==> config.mk <==
export PLATFORM = sky130hd
export DESIGN_NAME = perf_counter_pair
export DESIGN_NICKNAME = d
export VERILOG_FILES = /design/src/rtl/perf_counter_pair.sv
export SDC_FILE = /design/constraint.sdc
export NUM_CORES = 1
export LEC_CHECK = 0
export ABC_CLOCK_PERIOD_IN_PS = 2700
export BUFFER_PORTS_ARGS = -buffer_cell sky130_fd_sc_hd__buf_2
export CAP_MARGIN = 20
export CORE_MARGIN = 1
export CORE_UTILIZATION = 58
export CTS_CLUSTER_DIAMETER = 30
export DETAILED_ROUTE_END_ITERATION = 8
export GPL_TIMING_DRIVEN = 0
export HOLD_SLACK_MARGIN = 0.15
export PLACE_DENSITY = 0.82
export SLEW_MARGIN = 20
export SYNTH_ARGS = -nofsm -noshare
export SYNTH_HDL_FRONTEND = slang
export SYNTH_SLANG_ARGS = --single-unit
export TNS_END_PERCENT = 30
==> constraint.sdc <==
create_clock -name clk -period 2.7 [get_ports clk]
set_input_delay 0.27 -clock clk [delete_from_list [all_inputs] [get_ports clk]]
set_output_delay 0.27 -clock clk [all_outputs]
set_load 0.01 [all_outputs]
==> src/rtl/perf_counter_pair.sv <==
module perf_counter_pair #(
  parameter int CW  = 32,
  parameter int EVW = 4,
  parameter int AW  = 3
) (
  input  logic          clk,
  input  logic          rst,
  input  logic          refill_vld,
  input  logic          refill_is_data,
  input  logic [1:0]    refill_qw,
  input  logic          retry_vld,
  input  logic          retry_is_data,
  input  logic          ivn_req,
  input  logic          ivn_hit,
  input  logic          inv_req,
  input  logic          inv_hit,
  input  logic          reg_wr,
  input  logic [AW-1:0] reg_addr,
  input  logic [CW-1:0] reg_wdata,
  output logic [CW-1:0] reg_rdata
);
  localparam int CTLW = EVW + 1;
  localparam logic [EVW-1:0] EV_MISS  = EVW'(10);
  localparam logic [EVW-1:0] EV_RETRY = EVW'(11);
  localparam logic [EVW-1:0] EV_IVN   = EVW'(12);
  localparam logic [EVW-1:0] EV_INV   = EVW'(13);
  localparam logic [CW-1:0]  TOP_EDGE = {1'b0, {(CW-1){1'b1}}};

  logic [CTLW-1:0] ctl [2];
  logic [CW-1:0]   cnt [2];
  logic [1:0]      cond, pend, ovf, ctl_we, cnt_we;
  logic            st_we;

  // per-counter event decode: same code, different event on each side
  always_comb begin
    cond = '0;
    case (ctl[0][EVW-1:0])
      EV_MISS:  cond[0] = refill_vld & ~refill_is_data & (refill_qw == 2'd3);
      EV_RETRY: cond[0] = retry_vld & ~retry_is_data;
      EV_IVN:   cond[0] = ivn_req;
      EV_INV:   cond[0] = inv_req;
      default:  cond[0] = 1'b0;
    endcase
    case (ctl[1][EVW-1:0])
      EV_MISS:  cond[1] = refill_vld & refill_is_data & (refill_qw == 2'd1);
      EV_RETRY: cond[1] = retry_vld & retry_is_data;
      EV_IVN:   cond[1] = ivn_hit;
      EV_INV:   cond[1] = inv_hit;
      default:  cond[1] = 1'b0;
    endcase
    cond[0] = cond[0] & ctl[0][EVW];
    cond[1] = cond[1] & ctl[1][EVW];
  end

  always_comb begin
    for (int i = 0; i < 2; i++) begin
      ctl_we[i] = reg_wr && (reg_addr == AW'(i));
      cnt_we[i] = reg_wr && (reg_addr == AW'(2 + i));
    end
  end
  assign st_we = reg_wr && (reg_addr == AW'(4));

  always_ff @(posedge clk) begin
    if (rst) begin
      pend <= '0;
      ovf  <= '0;
      for (int i = 0; i < 2; i++) begin
        ctl[i] <= '0;
        cnt[i] <= '0;
      end
    end else begin
      pend <= cond;
      for (int i = 0; i < 2; i++) begin
        if (ctl_we[i]) ctl[i] <= reg_wdata[CTLW-1:0];
        if (cnt_we[i])    cnt[i] <= reg_wdata;
        else if (pend[i]) cnt[i] <= cnt[i] + CW'(1);
        if (pend[i] && !cnt_we[i] && cnt[i] == TOP_EDGE) ovf[i] <= 1'b1;
        else if (st_we && reg_wdata[i])                  ovf[i] <= 1'b0;
      end
    end
  end

  always_comb begin
    case (reg_addr)
      AW'(0):  reg_rdata = CW'(ctl[0]);
      AW'(1):  reg_rdata = CW'(ctl[1]);
      AW'(2):  reg_rdata = cnt[0];
      AW'(3):  reg_rdata = cnt[1];
      AW'(4):  reg_rdata = CW'(ovf);
      default: reg_rdata = '0;
    endcase
  end

  assert_reset_clear_R1: assert property (@(posedge clk)
    rst |=> (cnt[0] == '0 && cnt[1] == '0 && pend == '0 && ovf == '0));

  for (genvar g = 0; g < 2; g++) begin : g_chk
    assert_write_wins_R10: assert property (@(posedge clk) disable iff (rst)
      cnt_we[g] |=> cnt[g] == $past(reg_wdata));
    assert_unit_step_R7: assert property (@(posedge clk) disable iff (rst)
      !cnt_we[g] |=> (cnt[g] == $past(cnt[g]) || cnt[g] == $past(cnt[g]) + CW'(1)));
    assert_disabled_quiet_R8: assert property (@(posedge clk) disable iff (rst)
      !ctl[g][EVW] |=> !pend[g]);
    assert_sticky_flag_R11: assert property (@(posedge clk) disable iff (rst)
      (ovf[g] && !(st_we && reg_wdata[g])) |=> ovf[g]);
  end
endmodule

# After elaboration in Yosys (flattened, before gate mapping)
# Memories as Yosys holds them, arrays and structs flattened.
# Cells that the tools add are included.
[op_classes] add_sub_neg=2 n_mul=0 div_mod_pow=0 magnitude_cmp=0 eq_ne=16 shift=0 mux=35 bitwise=16 reduce_logical=16
[ops] cell="$pmux W32 S5" n=1
[ops] cell="$mux W32" n=4
[ops] cell="$add A32 B1 Y32 const B" n=2
[ops] cell="$eq A32 B31 Y1 const B" n=2
[ops] cell="$eq A4 B4 Y1 const B" n=8
[ops] cell="$mux W1" n=26
[ops] cell="$logic_and A1 B1 Y1" n=11
[ops] cell="$mux W5" n=2
[ops] cell="$and A1 B1 Y1" n=8
[ops] cell="$pmux W1 S4" n=2
[ops] cell="$eq A3 B2 Y1 const B" n=2
[ops] cell="$or A1 B1 Y1" n=6
[ops] cell="$reduce_bool A2 Y1" n=2
[ops] cell="$eq A3 B1 Y1 const B" n=1
[ops] cell="$eq A3 B3 Y1 const B" n=1
[ops] cell="$logic_not A3 Y1" n=1
[ops] cell="$eq A2 B1 Y1 const B" n=1
[ops] cell="$eq A2 B2 Y1 const B" n=1
[ops] cell="$logic_not A1 Y1" n=2
[ops] cell="$not A1 Y1" n=2
[word_totals] reg_bits=4 latchBits=0 ramBits=74 mem_bits_ro=0 inputBits=48 output_inout_bits=32 wordCells=90 mem_count=2
[mem_list] name="cnt" depth=2 word_bits=32 read_ports=2 rd_ports_with_merged_regs=0 write_ports=2 line="30" source="logic [CW-1:0] cnt [2];"
[mem_list] name="ctl" depth=2 word_bits=5 read_ports=2 rd_ports_with_merged_regs=0 write_ports=2 line="29" source="logic [CTLW-1:0] ctl [2];"

# Depth between registers and ports, before layout
# Gate-level depths: netlist (run 1).
[logic_depth] depth_word=7 ltp_mapped=7 depth_no_buf=6

# Least setup slack after synthesis (run 1)
# No wires, ideal clock.
[synth_timing] path_kind="in2reg" startpoint="in reg_addr[1]" endpoint="mem cnt[0][0] (enable)" setup_ns=0.388 t_arrival_ns=1.626 required_time_ns=2.312 path_slack_ns=0.686 stages=4 n_path_buf=2 path_cell_list="buf_2 nor3b_2 buf_2 a211o_1"
[synth_lines] item="start: declaration" line="18" source="input logic [AW-1:0] reg_addr,"
[synth_lines] item="end: declaration" line="30"

# Worst setup path in the final report (run 1)
[layout_timing] startpoint="in reg_addr[0]" endpoint="out reg_rdata[9]"
[layout_between] elab_chain_cells=2 word_cells_on_any_way=6 classes_between="4 x eq/ne; 1 x mux; 1 x reduce/logical"
[layout_lines] item="$eq A3 B3 Y1, or another cell as far along" line="84" source="case (reg_addr)"
[layout_lines] item="$pmux W32 S5 *" line="84"
[layout_lines] item="end: declaration" line="20" source="output logic [CW-1:0] reg_rdata"
# Every way passes the cells marked *; elsewhere a longest branch is shown, timed or not.

==> results of run 1 <==
metrics by stage:
step,instances,setup WS (ns)
after floorplan,473,0.686
after global placement,657,-0.0111
after detailed placement,657,0.251
after CTS,673,0.242
after global routing,673,0.0725
final,673,0.144
final cells by class:
class                           instances  area (um^2)  area share
Inverter                                7         26.3     0.00448
Clock inverter                          6          110      0.0188
Buffer                                 28          134      0.0228
Timing Repair Buffer                   79          395      0.0674
Clock buffer                           10          128      0.0217
Tap cell                              105          131      0.0224
Multi-Input combinational cell        360         2640       0.450
Sequential cell                        78         2300       0.392
state kept, by name (all words and copies together) (netlist names):
name and cells:
cnt 64, ctl 10, ovf 2, pend 2
worst max-delay path, delay by kind of cell:
family | cells | cell delay, ns
AOI/OAI and AO/OA | 1 | 0.26
and+or+nand+nor | 1 | 0.16
buffers and inverters | 5 | 1.59
per-layer routing:
metal	up-vias	share of wire	GRT usage
met1	2120	0.40	0.446
li1	2025	-	-
met3	46	0.10	0.0885
met2	331	0.47	0.533
met5	-	0	0
met4	0	0.030	0.153
placed cells by master (no fill, tap or decap), types with 3 or more instances in the layout:
cell       count
nor2b_1        3
a22o_1        65
mux4_2         3
and2_1        12
dfxtp_1        4
mux2i_1        7
buf_2         93
a21oi_1       20
xnor2_1       34
nand3_1       24
buf_4          3
clkbuf_1       9
and4_1        10
o21ai_0       13
inv_1          7
nand4_1       22
edfxtp_1      74
nor3_1        17
buf_1          3
clkbuf_8       9
nand2_1       26
and3_1         8
nor4_2         4
xor2_1        26
a31oi_1        3
nand4_4        3
a211oi_1       4
nor2_1        19
bufinv_16      3
nand4b_1       3
power by group through the flow:
stage,sequential [mW],clock (mW),combinational (mW)
final,1.50,1.08,0.324
after global routing,1.51,1.12,0.349
after CTS,1.49,1.07,0.319
after detailed placement,1.52,0,0.316
after global placement,1.52,0,0.308
after floorplan,1.49,0,0.196
worst paths after layout:
kind            startpoint            to  slack [ns]  cells after the start
min          reg_wdata[12]    cnt[1][12]        0.22                      2
min reg2reg         ovf[1]        ovf[1]        0.55                      2
max            reg_addr[0]  reg_rdata[9]        0.14                      7
max reg2reg      cnt[1][0]    cnt[1][22]        0.26                      6
cell families (layout without fill, tap and decap cells):
kind of cell | after synthesis | count (layout) | synth area share
AO/OA/AOI/OAI | 119 | 119 | 0.178
XOR/XNOR | 60 | 60 | 0.103
adder cells (fa/ha/maj) | 2 | 2 | 0.00490
buffers and inverters | 35 | 130 | 0.0314
flip-flops | 78 | 78 | 0.451
multiplexers | 10 | 10 | 0.0270
AND/OR/NAND/NOR | 169 | 169 | 0.205
==> flow_metrics.tcl, run 1 <==
set metrics [dict create \
    die_width_um 95.8 \
    report.final.slew_viol_count 0 \
    crit_path_frequent_cell "buf_2" \
    status "finished clean" \
    placed_area_um2 5630 \
    post-route-period-util 0.947 \
    fin_total_pwr_mw 2.90 \
    postCtsHoldBufs 0 \
    relSlewSlack 0.404 \
    gr-usage-all-layers 0.341 \
    syn_inst 473 \
    areaGrowthSynthToFinish_pct 15.1 \
    cts_tree "done" \
    diodes 0 \
    async_flop_share 0 \
    path_cells "buf_2 > buf_2 > and2_1 > clkbuf_1 > clkbuf_1 > a22o_1 > buf_2" \
    vias 4522 \
    std_cell_rows 33 \
    hold_ws_ns 0.220 \
    grt_pass1_vias 4318 \
    place_congestion 0.949 \
    cts_setup_buffers 0 \
    p_int_mw 2.16 \
    drc 0 \
    ys.flop_type "edfxtp_1" \
    synthTopCellsByCount "edfxtp_1, a22o_1, xnor2_1" \
    cts_sinks 78 \
    antenna_left 0 \
    synth.top_cell.area_share 0.436 \
    crit_arrival_ns 2.29 \
    avgSynthCellArea_um2 10.8 \
    numCtsBuffers 9 \
    grt.overflow.total 0 \
    routedWlPerCell_um 22.0 \
    clockBufferDepth 2 \
    rsz0062_at_grt "no" \
    vias_per_cell 6.72 \
    swShare 0.255 \
    ys.warnings.count 0 \
    core_um2 8380 \
    fmax_mhz 391 \
    fillerInstances 620 \
    yosysTopAreaCell "edfxtp_1" \
    grt_max_degree 33 \
    synth.most_common_cell "edfxtp_1" \
    critPathCaptureType "primary output" \
    switching_power_uw 739 \
    synth_edf_count 74 \
    initial_core_util 0.609 \
    hold_class "in -> reg" \
    comb_power_share 0.112 \
    p_clk_frac 0.372 \
    pin_count 80 \
    drive_gt1_frac 0.238 \
    cts_root_buf "clkbuf_8" \
    cts_resized 0 \
    worstPathRequired_ns 2.43 \
    grt_pass1_wl_um 22700 \
    cp_max_fo 10 \
    synth_seq_cells 78 \
    startpoint_type "primary input" \
    setup_viol 0 \
    finalInstanceArea_um2 5870 \
    critPathMaxStageDelay_ns 0.59 \
    finalHoldViolations 0 \
    power.leakage_nw 2.22 \
    setup_tns_ns 0 \
    routed_wl_um 14800 \
    dp_hpwl_um 10400 \
    fin_util 0.700 \
    antenna_found_initial 0 \
    dieArea_um2 9170 \
    max-vdd-ir-drop_mv 0.366 \
    cp_slowest_cell "clkbuf_1" \
    yosys-top-cells-area "edfxtp_1, a22o_1, xnor2_1, xor2_1, nand4_1" \
    dr.pass1.iters 5 \
    worstSetupPathType "in -> out" \
    synth_nets 523 \
    power_per_cell_area_nw_per_um2 493 \
    synth.distinct_cells 53 \
    post-route-min-period_ns 2.56 \
    ctsHtreeMaxLevel 3 \
    port-buffer-count 79 \
    clock_latency_ns 0.36 \
    drtIter0Drc 498 \
    nets 613 \
    die_h_um 95.8 \
    worstMarginPinSlew_ns 0.886 \
    seq_power_share 0.517 \
    seq_area_frac_synth 0.451 \
    fin_skew_ns 0.0160 \
    max_cap_viol_count 0 \
    clk_pin_slew_ns 0.09 \
    netlist_area_um2 5100 \
]
No activity file was read; power rests on OpenSTA's default activity.
==> inputs of run 2 (changes only) <==
- CORE_ASPECT_RATIO: not set -> 0.7
- CORE_MARGIN: 1 -> not set
- GPL_TIMING_DRIVEN: 0 -> not set
==> flow_metrics.tcl, run 2 (synthesized netlist as in run 1, its figures left out) <==
set metrics [dict create \
    numCtsBuffers 9 \
    routedWlPerCell_um 21.0 \
    post-route-min-period_ns 2.24 \
    fin_util 0.703 \
    layout_common_cells "buf_2, edfxtp_1, a22o_1, xnor2_1, nand2_1" \
    post-place-ws_ns 0.449 \
    status "finished clean" \
    cts_root_buf "clkbuf_16" \
    cts_tree "done" \
    routed_wl_um 14100 \
    grt_pass1_vias 4170 \
    die_width_um 114 \
    setup_viol 0 \
    rr_worst_depth 6 \
    relSlewSlack 0.340 \
    core_um2 8480 \
    antenna_found_initial 0 \
    max_cap_viol_count 0 \
    dieArea_um2 9180 \
    finalHoldViolations 0 \
    max-vdd-ir-drop_mv 0.423 \
    r2r-start "cnt[1][0]" \
    cts_setup_buffers 0 \
    cts_resized 0 \
    port-buffer-count 79 \
    std_cell_rows 28 \
    hold_class "in -> reg" \
    antenna_left 0 \
    drtIter0Drc 451 \
    setup_tns_ns 0 \
    fmax_mhz 447 \
    layout_setup_ws_ns 0.465 \
    final_common_cell "buf_2" \
    power_per_cell_area_nw_per_um2 527 \
    seq_area_um2 2300 \
    vias 4438 \
    clockBufferDepth 2 \
    hold_end "cnt[1][12]" \
    report.final.slew_viol_count 0 \
    power.leakage_nw 2.24 \
    dp_hpwl_um 10400 \
    die_h_um 80.5 \
    initial_core_util 0.602 \
    startpoint_type "flop" \
    drc 0 \
    dr.pass1.iters 6 \
    holdPathStages 2 \
    grt_pass1_wl_um 22100 \
    gr-usage-all-layers 0.325 \
    reg_top3 "cnt: 64 flops, ctl: 10 flops" \
    pin_count 80 \
    worst-r2r-setup-slack_ns 0.46 \
    clock_latency_ns 0.34 \
    fin_skew_ns 0.00397 \
    areaGrowthSynthToFinish_pct 16.9 \
    clk_pin_slew_ns 0.06 \
    cp_max_fo 7 \
    top_register "cnt" \
    cts_sinks 78 \
    worst_r2r_endpoint "cnt[1][14]" \
    critPathCaptureType "flop" \
    vias_per_cell 6.58 \
    worstPathRequired_ns 2.79 \
    nets 599 \
    largest_reg_flops 64 \
    rsz0062_at_grt "no" \
    post-route-period-util 0.828 \
    hold_start "reg_wdata[12]" \
    postCtsHoldBufs 0 \
    ctsHtreeMaxLevel 3 \
    worstMarginPinSlew_ns 0.982 \
    drive_gt1_frac 0.238 \
    hold_ws_ns 0.253 \
    grt.overflow.total 0 \
    diodes 0 \
    worstSetupPathType "reg -> reg" \
    multi_input_area_um2 2650 \
    place_congestion 0.989 \
    fillerInstances 646 \
    grt_max_degree 33 \
    crit_arrival_ns 2.33 \
]
==> run 2: cell count changes in the layout (fill, tap and decap cells not counted), moves of 3 or more <==
| cell | delta |
|---|---|
| clkbuf_16 | +9 |
| buf_1 | -3 |
| clkbuf_8 | -9 |
| clkbuf_1 | -9 |
| buf_2 | -14 |
| buf_4 | +10 |
==> run 2: per-layer routing <==
| metal | wire (um) | global-route usage | vias up | share of wire |
|---|---|---|---|---|
| li1 | - | - | 2001 | - |
| met1 | 5910 | 0.457 | 2111 | 0.42 |
| met2 | 6230 | 0.485 | 308 | 0.44 |
| met3 | 1880 | 0.107 | 18 | 0.13 |
| met4 | 125 | 0.0779 | 0 | 0.0088 |
| met5 | 0 | 0 | - | 0 |
==> run 2: worst max-delay path by stage <==
stage                     depth (start not counted)    endpoint  slack [ns]        start
final                                             6  cnt[1][14]        0.46    cnt[1][0]
after global routing                              6  cnt[1][14]        0.30    cnt[1][0]
after CTS                                         6  cnt[1][14]        0.48    cnt[1][0]
after detailed placement                          6  cnt[1][10]        0.45  reg_addr[2]
after global placement                            6   cnt[1][4]        0.51  reg_addr[2]
after floorplan                                   4   cnt[0][0]        0.69  reg_addr[1]
==> run 2: worst max-delay path, cell delays in order, from the launching register on <==
cell	delay (ns)
edfxtp_1	0.42
ha_1	0.24
nand3_2	0.20
nor3_1	0.58
nand4_1	0.20
xnor2_1	0.16
a22o_1	0.19
==> run 2: layout make-up <==
cell class                      instances  area share
Multi-Input combinational cell        360       0.444
Clock inverter                          7      0.0166
Inverter                                7     0.00441
Timing Repair Buffer                   93      0.0861
Sequential cell                        78       0.386
Tap cell                              120      0.0252
Clock buffer                            9      0.0378
==> run 2: through the flow <==
step / area [um^2] / cells / power, mW
final: 5960 / 674 / 3.14
after global routing: 5960 / 674 / 3.23
after floorplan: 5100 / 473 / 1.69
after CTS: 5960 / 674 / 3.15
after detailed placement: 5640 / 658 / 1.84
after global placement: 5640 / 658 / 1.83
==> run 2: power breakdown <==
| part | leakage (nW) | internal [mW] | total [mW] | switching (mW) |
|---|---|---|---|---|
| clock network | 0.156 | 0.813 | 1.32 | 0.505 |
| registers | 0.793 | 1.41 | 1.50 | 0.0960 |
| logic | 1.29 | 0.142 | 0.324 | 0.182 |
| total | 2.24 | 2.36 | 3.14 | 0.783 |
